**config.mk**
```make
export PLATFORM = sky130hd
export DESIGN_NAME = wait_state_gen
export DESIGN_NICKNAME = d
export VERILOG_FILES = /design/src/rtl/wsg_pkg.sv /design/src/rtl/wsg_cfg_regs.sv /design/src/rtl/wsg_range_sel.sv /design/src/rtl/wsg_seq.sv /design/src/rtl/wait_state_gen.sv
export SDC_FILE = /design/constraint.sdc
export NUM_CORES = 1
export LEC_CHECK = 0
export ABC_AREA = 1
export ABC_CLOCK_PERIOD_IN_PS = 2450
export BUFFER_PORTS_ARGS = -buffer_cell sky130_fd_sc_hd__buf_2
export CAP_MARGIN = 25
export CELL_PAD_IN_SITES_DETAIL_PLACEMENT = 1
export CELL_PAD_IN_SITES_GLOBAL_PLACEMENT = 2
export CORE_MARGIN = 1
export CORE_UTILIZATION = 34
export CTS_BUF_LIST = sky130_fd_sc_hd__clkbuf_16
export DETAILED_ROUTE_END_ITERATION = 6
export PLACE_DENSITY_LB_ADDON = 0.1
export SLEW_MARGIN = 20
export SYNTH_ARGS = -nofsm -noshare
export SYNTH_HDL_FRONTEND = slang
export SYNTH_SLANG_ARGS = --single-unit
```
**constraint.sdc**
```tcl
create_clock -name clk -period 2.45 [get_ports clk]
set_input_delay 0 -clock clk [delete_from_list [all_inputs] [get_ports clk]]
set_output_delay 0 -clock clk [all_outputs]
set_load 0.05 [all_outputs]
```
**src/rtl/wsg_pkg.sv**
```systemverilog
package wsg_pkg;
  localparam int NUM_RANGES = 5;
  localparam int FIELD_W    = 3;

  typedef enum logic [1:0] {
    SEQ_IDLE = 2'd0,
    SEQ_WAIT = 2'd1,
    SEQ_DONE = 2'd2
  } seq_state_t;

  typedef enum logic [2:0] {
    RNG_PROG_LO = 3'd0,
    RNG_PROG_HI = 3'd1,
    RNG_DATA_LO = 3'd2,
    RNG_DATA_HI = 3'd3,
    RNG_IO      = 3'd4
  } range_t;
endpackage

```
**src/rtl/wsg_cfg_regs.sv**
```systemverilog
module wsg_cfg_regs #(
  parameter int NR = wsg_pkg::NUM_RANGES,
  parameter int FW = wsg_pkg::FIELD_W
) (
  input  logic             clk,
  input  logic             rst_n,
  input  logic             wait_we,
  input  logic [NR*FW-1:0] wait_wdata,
  input  logic             mul_we,
  input  logic             mul_wdata,
  output logic [NR*FW-1:0] fields,
  output logic             mul,
  output logic             any_nonzero
);
  logic [NR*FW-1:0] fields_nxt;
  logic             mul_nxt;
  logic [NR-1:0]    fld_nz;

  always_comb begin
    fields_nxt = fields;
    mul_nxt    = mul;
    if (wait_we) fields_nxt = wait_wdata;
    if (mul_we)  mul_nxt    = mul_wdata;
  end

  always_ff @(posedge clk or negedge rst_n) begin
    if (!rst_n) begin
      fields <= '1;
      mul    <= 1'b0;
    end else begin
      fields <= fields_nxt;
      mul    <= mul_nxt;
    end
  end

  for (genvar k = 0; k < NR; k++) begin : g_nz
    assign fld_nz[k] = |fields[k*FW +: FW];
  end
  assign any_nonzero = |fld_nz;

  AST_WRITE_LANDS: assert property (@(posedge clk) disable iff (!rst_n)
    wait_we |=> fields == $past(wait_wdata));
endmodule

```
**src/rtl/wsg_range_sel.sv**
```systemverilog
module wsg_range_sel #(
  parameter int NR = wsg_pkg::NUM_RANGES,
  parameter int FW = wsg_pkg::FIELD_W,
  localparam int CW = FW + 1
) (
  input  logic [1:0]       space,
  input  logic             addr_msb,
  input  logic [NR*FW-1:0] fields,
  input  logic             mul,
  output logic [CW-1:0]    load_val
);
  import wsg_pkg::*;
  range_t        rng;
  logic [FW-1:0] fld;

  always_comb begin
    unique case (space)
      2'd0:    rng = addr_msb ? RNG_PROG_HI : RNG_PROG_LO;
      2'd1:    rng = addr_msb ? RNG_DATA_HI : RNG_DATA_LO;
      default: rng = RNG_IO;
    endcase
  end

  always_comb begin
    fld = '0;
    for (int k = 0; k < NR; k++) begin
      if (int'(rng) == k) fld = fields[k*FW +: FW];
    end
  end

  assign load_val = mul ? {fld, 1'b0} : {1'b0, fld};

  always_comb begin
    AST_LOAD_LIMIT: assert (load_val <= CW'(2 * ((1 << FW) - 1)));
  end
endmodule

```
**src/rtl/wsg_seq.sv**
```systemverilog
module wsg_seq #(
  parameter int CW = wsg_pkg::FIELD_W + 1
) (
  input  logic          clk,
  input  logic          rst_n,
  input  logic          req,
  input  logic          ready,
  input  logic [CW-1:0] load_val,
  input  logic          any_nonzero,
  output logic          stall,
  output logic          done,
  output logic          clk_on
);
  import wsg_pkg::*;
  seq_state_t    state, state_nxt;
  logic [CW-1:0] cnt, cnt_nxt;

  assign clk_on = any_nonzero || (cnt != '0);

  always_comb begin
    state_nxt = state;
    cnt_nxt   = cnt;
    unique case (state)
      SEQ_IDLE: if (req) begin
        state_nxt = SEQ_WAIT;
        cnt_nxt   = load_val;
      end
      SEQ_WAIT: begin
        if (cnt != '0)  cnt_nxt   = cnt - 1'b1;
        else if (ready) state_nxt = SEQ_DONE;
      end
      default: state_nxt = SEQ_IDLE;
    endcase
  end

  always_ff @(posedge clk or negedge rst_n) begin
    if (!rst_n) state <= SEQ_IDLE;
    else        state <= state_nxt;
  end

  always_ff @(posedge clk or negedge rst_n) begin
    if (!rst_n)      cnt <= '0;
    else if (clk_on) cnt <= cnt_nxt;
  end

  assign stall = (state == SEQ_WAIT);
  assign done  = (state == SEQ_DONE);

  AST_DONE_ONE_CYCLE: assert property (@(posedge clk) disable iff (!rst_n)
    done |=> !done && !stall);
  AST_COUNT_STEPS: assert property (@(posedge clk) disable iff (!rst_n)
    stall && cnt != '0 |=> stall && cnt == $past(cnt) - 1'b1);
  AST_READY_HOLDS: assert property (@(posedge clk) disable iff (!rst_n)
    stall && cnt == '0 && !ready |=> stall);
  AST_GATED_FROZEN: assert property (@(posedge clk) disable iff (!rst_n)
    !clk_on |=> $stable(cnt));
  AST_BUSY_IGNORES_REQ: assert property (@(posedge clk) disable iff (!rst_n)
    done |=> state == SEQ_IDLE);
endmodule

```
**src/rtl/wait_state_gen.sv**
```systemverilog
module wait_state_gen #(
  parameter int NR = wsg_pkg::NUM_RANGES,
  parameter int FW = wsg_pkg::FIELD_W,
  localparam int CW = FW + 1
) (
  input  logic             clk,
  input  logic             rst_n,
  input  logic             wait_cfg_we,
  input  logic [NR*FW-1:0] wait_cfg_data,
  input  logic             mul_cfg_we,
  input  logic             mul_cfg_data,
  input  logic             acc_req,
  input  logic [1:0]       acc_space,
  input  logic             acc_addr_msb,
  input  logic             ext_ready,
  output logic             stall,
  output logic             done,
  output logic             cnt_clk_on
);
  logic [NR*FW-1:0] fields;
  logic             mul;
  logic             any_nz;
  logic [CW-1:0]    load_val;

  wsg_cfg_regs #(.NR(NR), .FW(FW)) u_cfg (
    .clk(clk), .rst_n(rst_n),
    .wait_we(wait_cfg_we), .wait_wdata(wait_cfg_data),
    .mul_we(mul_cfg_we), .mul_wdata(mul_cfg_data),
    .fields(fields), .mul(mul), .any_nonzero(any_nz)
  );

  wsg_range_sel #(.NR(NR), .FW(FW)) u_sel (
    .space(acc_space), .addr_msb(acc_addr_msb),
    .fields(fields), .mul(mul), .load_val(load_val)
  );

  wsg_seq #(.CW(CW)) u_seq (
    .clk(clk), .rst_n(rst_n),
    .req(acc_req), .ready(ext_ready),
    .load_val(load_val), .any_nonzero(any_nz),
    .stall(stall), .done(done), .clk_on(cnt_clk_on)
  );

  AST_STALL_DONE_EXCL: assert property (@(posedge clk) disable iff (!rst_n)
    !(stall && done));
endmodule

```
---- Word level (Yosys, flattened, before mapping) ----
Cells that the tools add are included.
word-level totals
  bits in registers ....................... 22
  input bits .............................. 25
  output and inout port bits .............. 3
  word-level logic and storage cells ...... 41
cells by class
  add/subtract/negate cells ............... 1
  eq/ne operators ......................... 11
  mux-type cells .......................... 16
  reductions and logical operators ........ 9
operator list
  kind                   number
  $mux W3                5
  $reduce_or A15 Y1      1
  $mux W4                3
  $eq A3 B3 Y1 const B   3
  $pmux W4 S2            1
  $mux W2                3
  $ne A2 B2 Y1 const B   3
  $pmux W3 S2            1
  $eq A2 B1 Y1 const B   2
  $logic_not A2 Y1       2
  $pmux W2 S2            1
  $reduce_and A4 Y1      1
  $reduce_bool A4 Y1     1
  $sub A4 B1 Y4 const B  1
  $eq A3 B2 Y1 const B   1
  $logic_not A3 Y1       1
  $reduce_and A3 Y1      1
  $eq A2 B2 Y1 const B   1
  $mux W1                2
  $ne A2 B1 Y1 const B   1
  $reduce_bool A2 Y1     1
  $logic_or A1 B1 Y1     1

---- Depth between registers and ports, before layout ----
  depth in word-level cells ............... 11
  mapped depth ............................ 10

---- Hierarchy ----
From an unflattened synthesis, not the netlist that was laid out.
unflattened totals
  cell total of the unflattened synthesis .. 183
  area total of the unflattened synthesis .. 1311.3 um2
modules (own cells, without submodules)
  module         times used  cells an instance  area each (um2)  seq. area each (um2)
  wsg_cfg_regs   1           81                 686.9            419.2
  wsg_seq        1           54                 402.9            150.1
  wsg_range_sel  1           48                 221.5            0.0

---- Worst setup path after synthesis ----
Ideal clock, no wire load.
  kind .................................... flip-flop to flip-flop
  start ................................... reg u_seq.cnt[0]
  end ..................................... reg u_seq.cnt[3]
  setup time .............................. 123 ps
  data arrival time ....................... 1500 ps
  data required time ...................... 2327 ps
  setup slack ............................. 826 ps
  stages on the path, launching flop included .. 10
  period minus slack after synthesis ...... 1624 ps
  cells stage by stage .................... dfrtp_1 -> inv_1 -> ha_1 -> nand2_2 -> nor2_4 -> nand3_2 -> nand2_4 -> clkinv_4 -> nor2_1 -> a21oi_2
on the way
  word-level cells in the longest chain between the ends .. 3
RTL lines
  what                         RTL line              text
  start: declaration           wsg_seq.sv:16         logic [CW-1:0] cnt, cnt_nxt;
  start signal: assignment     wsg_seq.sv:43         else if (clk_on) cnt <= cnt_nxt;
  $reduce_bool A4 Y1           wsg_seq.sv:18         assign clk_on = any_nonzero || (cnt != '0);
  $logic_or A1 B1 Y1           wsg_seq.sv:18
  named net cnt_clk_on         wait_state_gen.sv:18  output logic cnt_clk_on
  $reduce_and A4 Y1 (no line)  n/a
The timed path passes the listed nets, and every way through them passes these cells. The select of a mux whose other input is x is not followed.
A chain may end at the register's enable or synchronous reset.

---- Final worst setup path ----
  start ................................... reg u_seq.cnt[0]
  end ..................................... out cnt_clk_on
on the way
  word-level cells in the longest chain between the ends .. 2
RTL lines
  what                RTL line
  $reduce_bool A4 Y1  wsg_seq.sv:18
  $logic_or A1 B1 Y1  wsg_seq.sv:18
  end: declaration    wait_state_gen.sv:18
Every way passes these cells.

==> results_dict.tcl <==
set metrics [dict create \
    p_leak_uw 0.000782 \
    number_of_global_route_vias_before_repair 1221 \
    initial_core_util_pct 36.9 \
    cp_cell_sequence "inv_1 > ha_1 > nand2_2 > nor2_4 > nand3_2 > buf_2" \
    power_switching_share_pct 34.3 \
    cts_inserted_buffers 3 \
    rows 21 \
    finalClockSkew_ns 0.00178 \
    drtAntennaViolNets 0 \
    route.detailed.drc 0 \
    synth.cells.most_frequent "sky130_fd_sc_hd__nor2_1 (23), sky130_fd_sc_hd__nand2_1 (21), sky130_fd_sc_hd__dfstp_2 (15)" \
    critical_path.max_stage_delay_ns 0.39 \
    clkTransAtPathRegs_ns 0.06 \
    postCtsResizedCells 0 \
    async_flop_share_pct 100 \
    cts-root-buf "sky130_fd_sc_hd__clkbuf_16" \
    critPathBufInv 2 \
    drc_marker_count_from_the_first_detailed_route_iteration 14 \
    status "finished clean" \
    power_frac_comb_pct 37.3 \
    ys.warnings.count 0 \
    post_synth_inst_count 142 \
    die_w_um 63.1 \
    synth.net_count 169 \
    num_vias 1121 \
    hold_viol 0 \
    hold_buffers 19 \
    vdd_drop_max_uv 341 \
    drt-wirelength-per-cell_um 12.9 \
    clockBufferDepth 2 \
    fp.dieArea_um2 3980 \
    worstPathMaxFanout 4 \
    multi_input_logic_area_um2 616 \
    htreeDepth 1 \
    fin_setup_tns_ns 0 \
    coreArea_um2 3440 \
    synth_area_per_cell_um2 8.93 \
    dp_worst_setup_slack_ns 0.947 \
    post_route_worst_setup_slack_ns 0.886 \
    timing.critical_path.slowest_stage_cell "sky130_fd_sc_hd__dfrtp_1" \
    final_number_of_max_transition_violations 0 \
    grt_antenna_before_repair 0 \
    post_dp_cell_area_um2 1450 \
    seq_power_share_pct 33.2 \
    timing.max_slew.rel_slack_pct 66.0 \
    synth_area_leader_cell "sky130_fd_sc_hd__dfstp_2" \
    power.clock.fraction_pct 29.6 \
    startpoint_type "flip-flop" \
    dp.cells 213 \
    postSynth.topFlopCell "sky130_fd_sc_hd__dfstp_2" \
    diodes 0 \
    tightestPinTransition_ns 0.510 \
    globalplace.congestion 0.734 \
    timing.hold.worst.class "primary input to flip-flop" \
    number_of_flops_mapped_to_enable_cells_by_yosys 0 \
    rsz0062_at_grt "false" \
    grt_pass1_wl_um 5580 \
    viasPerCell 4.75 \
    dr.pass1.iters 4 \
    timing.final.setup_violations 0 \
    tritoncts "built" \
    chipHeight_um 63.1 \
    final_layout_size_suffix_gt1_share_pct 39.5 \
    grt.total_usage_pct 18.3 \
    synthMostInstantiatedCell "sky130_fd_sc_hd__nor2_1" \
    crit_required_ns 2.45 \
    synth_seq_cells 22 \
    design_area_um2 1750 \
    postCtsSetupBuffers 0 \
    filler_cell_count 418 \
    critPathKind "flip-flop to output port" \
    worst_skew_pair.late_latency_ns 0.26 \
    yosysSeqAreaShare_pct 44.9 \
    sequential_cell_area_um2 569 \
    largest_net_degree_at_the_start_of_global_routing 23 \
    layout.nets 218 \
    drv.max_cap_violation_count 0 \
    post_synth_num_cell_types 30 \
    cpLargestDelayFamily "flip-flops" \
    gr-total-overflow 0 \
    final_min_period_over_clock_period_pct 63.8 \
    finalHoldWorstSlack_ns 0.0345 \
    worstPathArrival_ns 1.56 \
    boundaryPins 28 \
    detailed_place_hpwl_um 2310 \
    total_clock_sinks 22 \
    power_per_cell_area_nw_per_um2 888 \
    port-buffer-count 27 \
    mappedNetlistArea_um2 1270 \
    yosys-top-cells-area "sky130_fd_sc_hd__dfstp_2 (31%), sky130_fd_sc_hd__dfrtp_1 (14%), sky130_fd_sc_hd__mux2_2 (8.9%), sky130_fd_sc_hd__nor2_1 (6.8%), sky130_fd_sc_hd__nand2_1 (6.2%)" \
    power.switching_uw 532 \
    period_needed_ns 1.56 \
    worstSetupEndpointType "output port" \
    finalWirelength_um 3050 \
    post_layout_nonfiller_instances 236 \
    cellInternalPower_uw 1020 \
    max_clock_freq_mhz 639 \
    synth_top_area_share_pct 31.1 \
    area_growth_pct 37.8 \
]
registers in the layout (all words and copies together) (netlist names):
name,cells
u_cfg.fields,15
u_seq.cnt,4
u_seq.state,2
u_cfg.mul,1
logic make-up after synthesis:
family / count (synthesis) / share of synthesized area [%]
AOI/OAI and AO/OA: 19 / 10.1
xor gates and xnor gates: 1 / 0.690
adders and majority gates: 2 / 1.97
buffers and inverters: 20 / 6.61
DFF: 22 / 44.9
muxes: 10 / 8.88
and+or+nand+nor: 68 / 26.9
routing by layer:
layer,share of wire [%],track usage [%]
met1,41,19.7
met2,53,33.6
met3,3.4,4.35
met4,2.1,7.56
met5,0,0
final timing paths:
check                                             startpoint                           end  slack (ns)  cells past startpoint
worst max-delay path                u_seq.cnt[0]$_DFFE_PN0P_                    cnt_clk_on        0.89                      6
worst min-delay path                                 acc_req    u_seq.state[0]$_DFFE_PN0P_        0.03                      3
worst max register to register      u_seq.cnt[0]$_DFFE_PN0P_      u_seq.cnt[0]$_DFFE_PN0P_        0.95                      9
worst min register to register  u_cfg.fields[14]$_DFFE_PN1P_  u_cfg.fields[14]$_DFFE_PN1P_        0.50                      2
max in group asynchronous                              rst_n  u_cfg.fields[13]$_DFFE_PN1P_        1.84                      2
min in group asynchronous                              rst_n      u_seq.cnt[1]$_DFFE_PN0P_        0.25                      2
placed cells by master, fill, tap and decap left out:
master | netlist | routed
sky130_fd_sc_hd__nor2_8 | 1 | 1
sky130_fd_sc_hd__clkinv_4 | 1 | 1
sky130_fd_sc_hd__nor2_1 | 23 | 23
sky130_fd_sc_hd__nand4_1 | 4 | 4
sky130_fd_sc_hd__dlygate4sd3_1 | 0 | 19
sky130_fd_sc_hd__xnor2_1 | 1 | 1
sky130_fd_sc_hd__o21ai_0 | 9 | 9
sky130_fd_sc_hd__o21ai_4 | 1 | 1
sky130_fd_sc_hd__nand2_4 | 1 | 1
sky130_fd_sc_hd__inv_4 | 1 | 1
sky130_fd_sc_hd__inv_1 | 12 | 12
sky130_fd_sc_hd__nand2_2 | 1 | 1
sky130_fd_sc_hd__dfstp_2 | 15 | 15
sky130_fd_sc_hd__o21ai_2 | 1 | 1
sky130_fd_sc_hd__nand2_1 | 21 | 21
sky130_fd_sc_hd__ha_1 | 2 | 2
sky130_fd_sc_hd__nand3_1 | 10 | 10
sky130_fd_sc_hd__o21a_1 | 1 | 1
sky130_fd_sc_hd__a21oi_2 | 3 | 3
sky130_fd_sc_hd__nor3_1 | 1 | 1
sky130_fd_sc_hd__a21oi_1 | 2 | 2
sky130_fd_sc_hd__mux2_2 | 10 | 10
sky130_fd_sc_hd__buf_2 | 1 | 27
sky130_fd_sc_hd__bufinv_16 | 0 | 1
sky130_fd_sc_hd__nor2_4 | 2 | 2
sky130_fd_sc_hd__inv_2 | 4 | 4
sky130_fd_sc_hd__a21o_1 | 1 | 1
sky130_fd_sc_hd__nand3_2 | 3 | 3
sky130_fd_sc_hd__or2_1 | 1 | 1
sky130_fd_sc_hd__clkbuf_16 | 0 | 3
sky130_fd_sc_hd__dfrtp_1 | 7 | 7
sky130_fd_sc_hd__a31oi_1 | 1 | 1
power by group through the flow:
stage,clock network (µW),registers (µW),logic (µW)
floorplan,0,504,440
global placement,0,516,537
detailed placement,0,522,563
CTS,469,516,590
global route,479,525,660
finish,459,515,578
worst reg2reg max path: cells and delay by family (launching register included):
kind	cells	cell delay, ns
buffers and inverters	2	0.19
AND/OR/NAND/NOR	5	0.58
flip-flops	1	0.39
AO/OA/AOI/OAI	1	0.04
adder cells (fa/ha/maj)	1	0.18
stage by stage:
| step | util (%) | power, µW |
|---|---|---|
| after floorplan | - | 944 |
| after global placement | 42.2 | 1050 |
| after detailed placement | 42.2 | 1090 |
| after CTS | 50.8 | 1580 |
| after global routing | 50.8 | 1660 |
| final | 50.8 | 1550 |
area by class of cell:
type / count / area share, %
Multi-Input combinational cell: 100 / 35.2
Inverter: 18 / 4.29
Clock inverter: 1 / 1.72
Timing Repair Buffer: 46 / 18.6
Sequential cell: 22 / 32.6
Tap cell: 46 / 3.29
Clock buffer: 3 / 4.29
Note: power is estimated with default switching activity, not from simulation.
